<file path="src/rtl/pipe_corr_pkg.sv">
package pipe_corr_pkg;
  localparam int STAGE_COUNT = 9;
  localparam int CODE_W      = 2;

  typedef struct packed {
    logic clearPipe;
    logic fillDone;
  } corr_ctrl_t;
endpackage

</file>
<file path="src/rtl/corr_delay.sv">
module corr_delay #(
  parameter int DEPTH = 1,
  parameter int WIDTH = 2
) (
  input  logic             clk,
  input  logic             clear,
  input  logic [WIDTH-1:0] din,
  output logic [WIDTH-1:0] dout
);
  logic [DEPTH-1:0][WIDTH-1:0] taps;

  always_ff @(posedge clk) begin
    if (clear) begin
      taps <= '0;
    end else begin
      taps[0] <= din;
      for (int i = 1; i < DEPTH; i++) begin
        taps[i] <= taps[i-1];
      end
    end
  end

  assign dout = taps[DEPTH-1];
endmodule

</file>
<file path="src/rtl/corr_ctrl.sv">
module corr_ctrl
  import pipe_corr_pkg::*;
#(
  parameter int NUM_STAGES = STAGE_COUNT
) (
  input  logic       clk,
  input  logic       rst,
  output corr_ctrl_t ctrl
);
  localparam int CNT_W = $clog2(NUM_STAGES + 1);
  localparam logic [CNT_W-1:0] FILL_LAST = CNT_W'(NUM_STAGES);

  logic [CNT_W-1:0] fillCnt;

  always_ff @(posedge clk) begin
    if (rst) begin
      fillCnt <= '0;
    end else if (fillCnt != FILL_LAST) begin
      fillCnt <= fillCnt + 1'b1;
    end
  end

  assign ctrl.clearPipe = rst;
  assign ctrl.fillDone  = (fillCnt == FILL_LAST);
endmodule

</file>
<file path="src/rtl/corr_datapath.sv">
module corr_datapath
  import pipe_corr_pkg::*;
#(
  parameter int NUM_STAGES = STAGE_COUNT,
  parameter int OUT_W      = NUM_STAGES + 1
) (
  input  logic                         clk,
  input  corr_ctrl_t                   ctrl,
  input  logic [CODE_W*NUM_STAGES-1:0] stageCodes,
  output logic [OUT_W-1:0]             dataOut,
  output logic                         validOut
);
  localparam int ACC_W = OUT_W + 1;
  localparam logic [ACC_W-1:0] SAT_LIMIT = {1'b0, {OUT_W{1'b1}}};

  logic [NUM_STAGES-1:0][CODE_W-1:0] alignedCodes;
  logic [ACC_W-1:0] acc;
  logic [ACC_W-1:0] accSat;
  logic [CODE_W-1:0] eff;

  for (genvar s = 0; s < NUM_STAGES; s++) begin : g_stage
    localparam int LAG = NUM_STAGES - 1 - s;
    if (LAG == 0) begin : g_direct
      assign alignedCodes[s] = stageCodes[CODE_W*s +: CODE_W];
    end else begin : g_delayed
      corr_delay #(.DEPTH(LAG), .WIDTH(CODE_W)) u_delay (
        .clk  (clk),
        .clear(ctrl.clearPipe),
        .din  (stageCodes[CODE_W*s +: CODE_W]),
        .dout (alignedCodes[s])
      );
    end
  end

  always_comb begin
    acc = '0;
    eff = '0;
    for (int k = 0; k < NUM_STAGES; k++) begin
      eff = alignedCodes[k];
      if ((k < NUM_STAGES - 1) && (eff == 2'd3)) begin
        eff = 2'd2;
      end
      acc = acc + ({{(ACC_W-CODE_W){1'b0}}, eff} << (NUM_STAGES - 1 - k));
    end
    accSat = (acc > SAT_LIMIT) ? SAT_LIMIT : acc;
  end

  always_ff @(posedge clk) begin
    if (ctrl.clearPipe) begin
      dataOut <= '0;
    end else begin
      dataOut <= accSat[OUT_W-1:0];
    end
  end

  assign validOut = ctrl.fillDone;
endmodule

</file>
<file path="src/rtl/pipe_corr.sv">
module pipe_corr
  import pipe_corr_pkg::*;
#(
  parameter int NUM_STAGES = STAGE_COUNT,
  parameter int OUT_W      = NUM_STAGES + 1
) (
  input  logic                         clk,
  input  logic                         rst,
  input  logic [CODE_W*NUM_STAGES-1:0] stageCodes,
  output logic [OUT_W-1:0]             dataOut,
  output logic                         validOut
);
  corr_ctrl_t ctrl;

  corr_ctrl #(.NUM_STAGES(NUM_STAGES)) u_ctrl (
    .clk (clk),
    .rst (rst),
    .ctrl(ctrl)
  );

  corr_datapath #(.NUM_STAGES(NUM_STAGES), .OUT_W(OUT_W)) u_dp (
    .clk       (clk),
    .ctrl      (ctrl),
    .stageCodes(stageCodes),
    .dataOut   (dataOut),
    .validOut  (validOut)
  );
endmodule

</file>
<file path="config.mk">
export PLATFORM = sky130hd
export DESIGN_NAME = pipe_corr
export DESIGN_NICKNAME = d
export VERILOG_FILES = /design/src/rtl/pipe_corr_pkg.sv /design/src/rtl/corr_delay.sv /design/src/rtl/corr_ctrl.sv /design/src/rtl/corr_datapath.sv /design/src/rtl/pipe_corr.sv
export SDC_FILE = /design/constraint.sdc
export NUM_CORES = 1
export LEC_CHECK = 0
export CAP_MARGIN = 10
export CORE_ASPECT_RATIO = 0.7
export CORE_MARGIN = 2
export CORE_UTILIZATION = 50
export DETAILED_ROUTE_END_ITERATION = 6
export PLACE_DENSITY = 0.72
export SYNTH_ARGS = -nofsm -noshare
export SYNTH_HDL_FRONTEND = slang
export SYNTH_SLANG_ARGS = --single-unit
</file>
<file path="constraint.sdc">
create_clock -name clk -period 3.1 [get_ports clk]
set_input_delay 0.31 -clock clk [delete_from_list [all_inputs] [get_ports clk]]
set_output_delay 0.31 -clock clk [all_outputs]
set_load 0.1 [all_outputs]
</file>
==> reports/qor.yml <==
synthMostInstantiatedCell: "dfxtp_1"
drt_wl_total_mm: 3.25
critPathKind: "flip-flop to flip-flop"
leakage_nw: 1.40
synth_cell_types: 25
cts_sinks: 86
grt_pass1_wl_mm: 5.69
cts_buffer_depth: 2
globalplace.congestion: 0.728
crit_path_cell_trace: "nor2b_1, ha_1, o211ai_1, o21ai_2, a31oi_1, or4b_1, o21ai_2"
grt_pass1_vias: 1344
required_ns: 3.37
synth-edff-count: 0
synthTopCellsByArea: "dfxtp_1 (61%), nor2b_1 (18%), ha_1 (4.4%), o21ai_2 (3.1%), xor2_1 (1.9%)"
final-seq-area_um2: 1720
peakVddDrop_uv: 455
arrival_ns: 2.41
netlist.area_leader.share: 0.609
max_freq_mhz: 468
finalCriticalPeriod_ns: 2.14
chipWidth_um: 93.9
row_count: 22
area_delta_synth_final_pct: 20.2
start_util: 0.530
status: "completed"
clk_pin_slew_ns: 0.08
final_nets: 310
critPathBufInv: 0
drive_gt1_frac: 0.102
max-slew-margin-rel: 0.357
finalHoldViolCount: 0
postCtsSetupRepairBufs: 0
yosys_warnings: 0
drtIter0Drc: 46
grt_max_degree: 87
antennaDiodeCount: 0
syn_nets: 285
routed-via-count: 1539
dr.pass1.iters: 4
tritoncts: "done"
max_stage_delay_ns: 0.75
clock_skew_ns: 0.00740
crit_family: "simple AND/OR/NAND/NOR gates"
drv_cap: 0
synth_area_um2: 2830
wire_per_inst_um: 9.13
track_usage: 0.123
critPathLaunchType: "flip-flop"
synth_cells: 254
rsz0062_at_grt: "false"
final.setup.tns_ns: 0
async_flop_share: 0
yosysTopAreaCell: "dfxtp_1"
cts_hold_buf: 0
fp.coreArea_um2: 5340
die_h_um: 66.9
ys_seq_area_frac: 0.609
synth_ff_type: "dfxtp_1"
dieArea_um2: 6280
via_per_inst: 4.32
gr-total-overflow: 0
cp_common_cell: "o21ai_2"
path_max_fanout: 9
hpwl_mm: 1.98
antenna_found_initial: 0
tightest_slew_ns: 0.962
place.port_buffers: 30
postCtsResizedCells: 0
multi_input_area_um2: 1010
dp_cells: 340
synth_seq_cells: 86
final_cells: 356
setup_viol: 0
finalMaxSlewViolations: 0
synth_area_per_cell_um2: 11.1
final_antenna_net_count: 0
power.density_nw_per_um2: 650
clk_latency_ns: 0.34
hold_class: "flip-flop to flip-flop"
synthTopCellsByCount: "dfxtp_1 (86), nor2b_1 (80), clkbuf_1 (13)"
fillers: 439
ios: 31
htreeDepth: 3
cts_buffers: 9
timing.final.crit_share: 0.689
critPathSlowestCell: "or4b_1"
clk_root_buffer_cell: "clkbuf_8"
drc: 0
cp-end-kind: "flip-flop"
==> cell families (layout without fill, tap and decap cells) <==
| group | Yosys count | in the layout | share of synthesized area |
|---|---|---|---|
| buf+inv | 24 | 54 | 0.0345 |
| fa+ha+maj | 11 | 11 | 0.0513 |
| flops | 86 | 86 | 0.609 |
| simple gates | 97 | 97 | 0.208 |
| xor+xnor | 10 | 10 | 0.0310 |
| compound gates | 26 | 26 | 0.0668 |
==> metal layers <==
metal | global-route usage | vias to the layer above | part of all wire
li1 | - | 844 | -
met3 | 0.0747 | 4 | 0.068
met2 | 0.202 | 31 | 0.44
met1 | 0.130 | 660 | 0.48
met4 | 0.0489 | 0 | 0.0095
met5 | 0 | - | 0
==> area by class of cell <==
| class | count | share of cell area |
|---|---|---|
| multi-input combinational | 144 | 0.297 |
| tap | 72 | 0.0265 |
| clock buffer | 10 | 0.0405 |
| sequential | 86 | 0.506 |
| inverter | 7 | 0.00773 |
| clock inverter | 6 | 0.0339 |
| timing repair buffer | 31 | 0.0883 |
==> worst paths after layout <==
| check | from | endpoint | slack, ns | depth (start not counted) |
|---|---|---|---|---|
| max | u_dp.g_stage[4].g_delayed.u_delay.dout[0] | u_dp.dataOut[1] | 0.96 | 7 |
| min reg2reg | u_dp.g_stage[2].g_delayed.u_delay.taps[7] | u_dp.g_stage[2].g_delayed.u_delay.taps[9] | 0.44 | 1 |
| min | u_dp.g_stage[2].g_delayed.u_delay.taps[7] | u_dp.g_stage[2].g_delayed.u_delay.taps[9] | 0.44 | 1 |
| max reg2reg | u_dp.g_stage[4].g_delayed.u_delay.dout[0] | u_dp.dataOut[1] | 0.96 | 7 |
==> registers in the layout, indices dropped and copies added (netlist names) <==
signal	flops
u_dp.g_stage.g_delayed.u_delay.dout	16
u_ctrl.fillCnt	4
u_dp.dataOut	10
u_dp.g_stage.g_delayed.u_delay.taps	56
==> metrics by stage <==
step	instance area [µm²]	hold WS, ns	utilization	setup WS, ns	power, mW
final	3400	0.439	0.637	0.964	2.21
after global routing	3400	0.457	0.637	0.801	2.31
after detailed placement	3150	0.422	0.589	0.779	1.30
after global placement	3150	0.416	0.589	0.825	1.30
after CTS	3400	0.442	0.637	0.925	2.25
after floorplan	2830	0.414	-	1.21	1.26
==> layout by cell type, fill, tap and decap left out <==
cell,instances
dfxtp_1,86
nor2b_1,80
clkdlybuf4s50_1,28
o21ai_2,10
ha_1,10
clkbuf_8,10
inv_1,7
nor2_1,6
xor2_1,6
a21oi_1,6
nand2b_1,4
xnor2_1,4
nand2_1,3
bufinv_16,3
a211oi_1,2
o211ai_1,2
o21a_1,2
a31oi_1,2
inv_6,2
buf_4,2
nand3b_1,1
nor3_1,1
nand3_1,1
o22ai_1,1
or4b_1,1
a21o_1,1
fa_1,1
clkinvlp_4,1
buf_2,1
==> power breakdown <==
part / total (mW) / internal [mW] / switching [mW]
Clock: 0.935 / 0.562 / 0.372
Sequential: 1.15 / 1.14 / 0.00973
Combinational: 0.127 / 0.0556 / 0.0712
(Power assumes the default switching activity.)
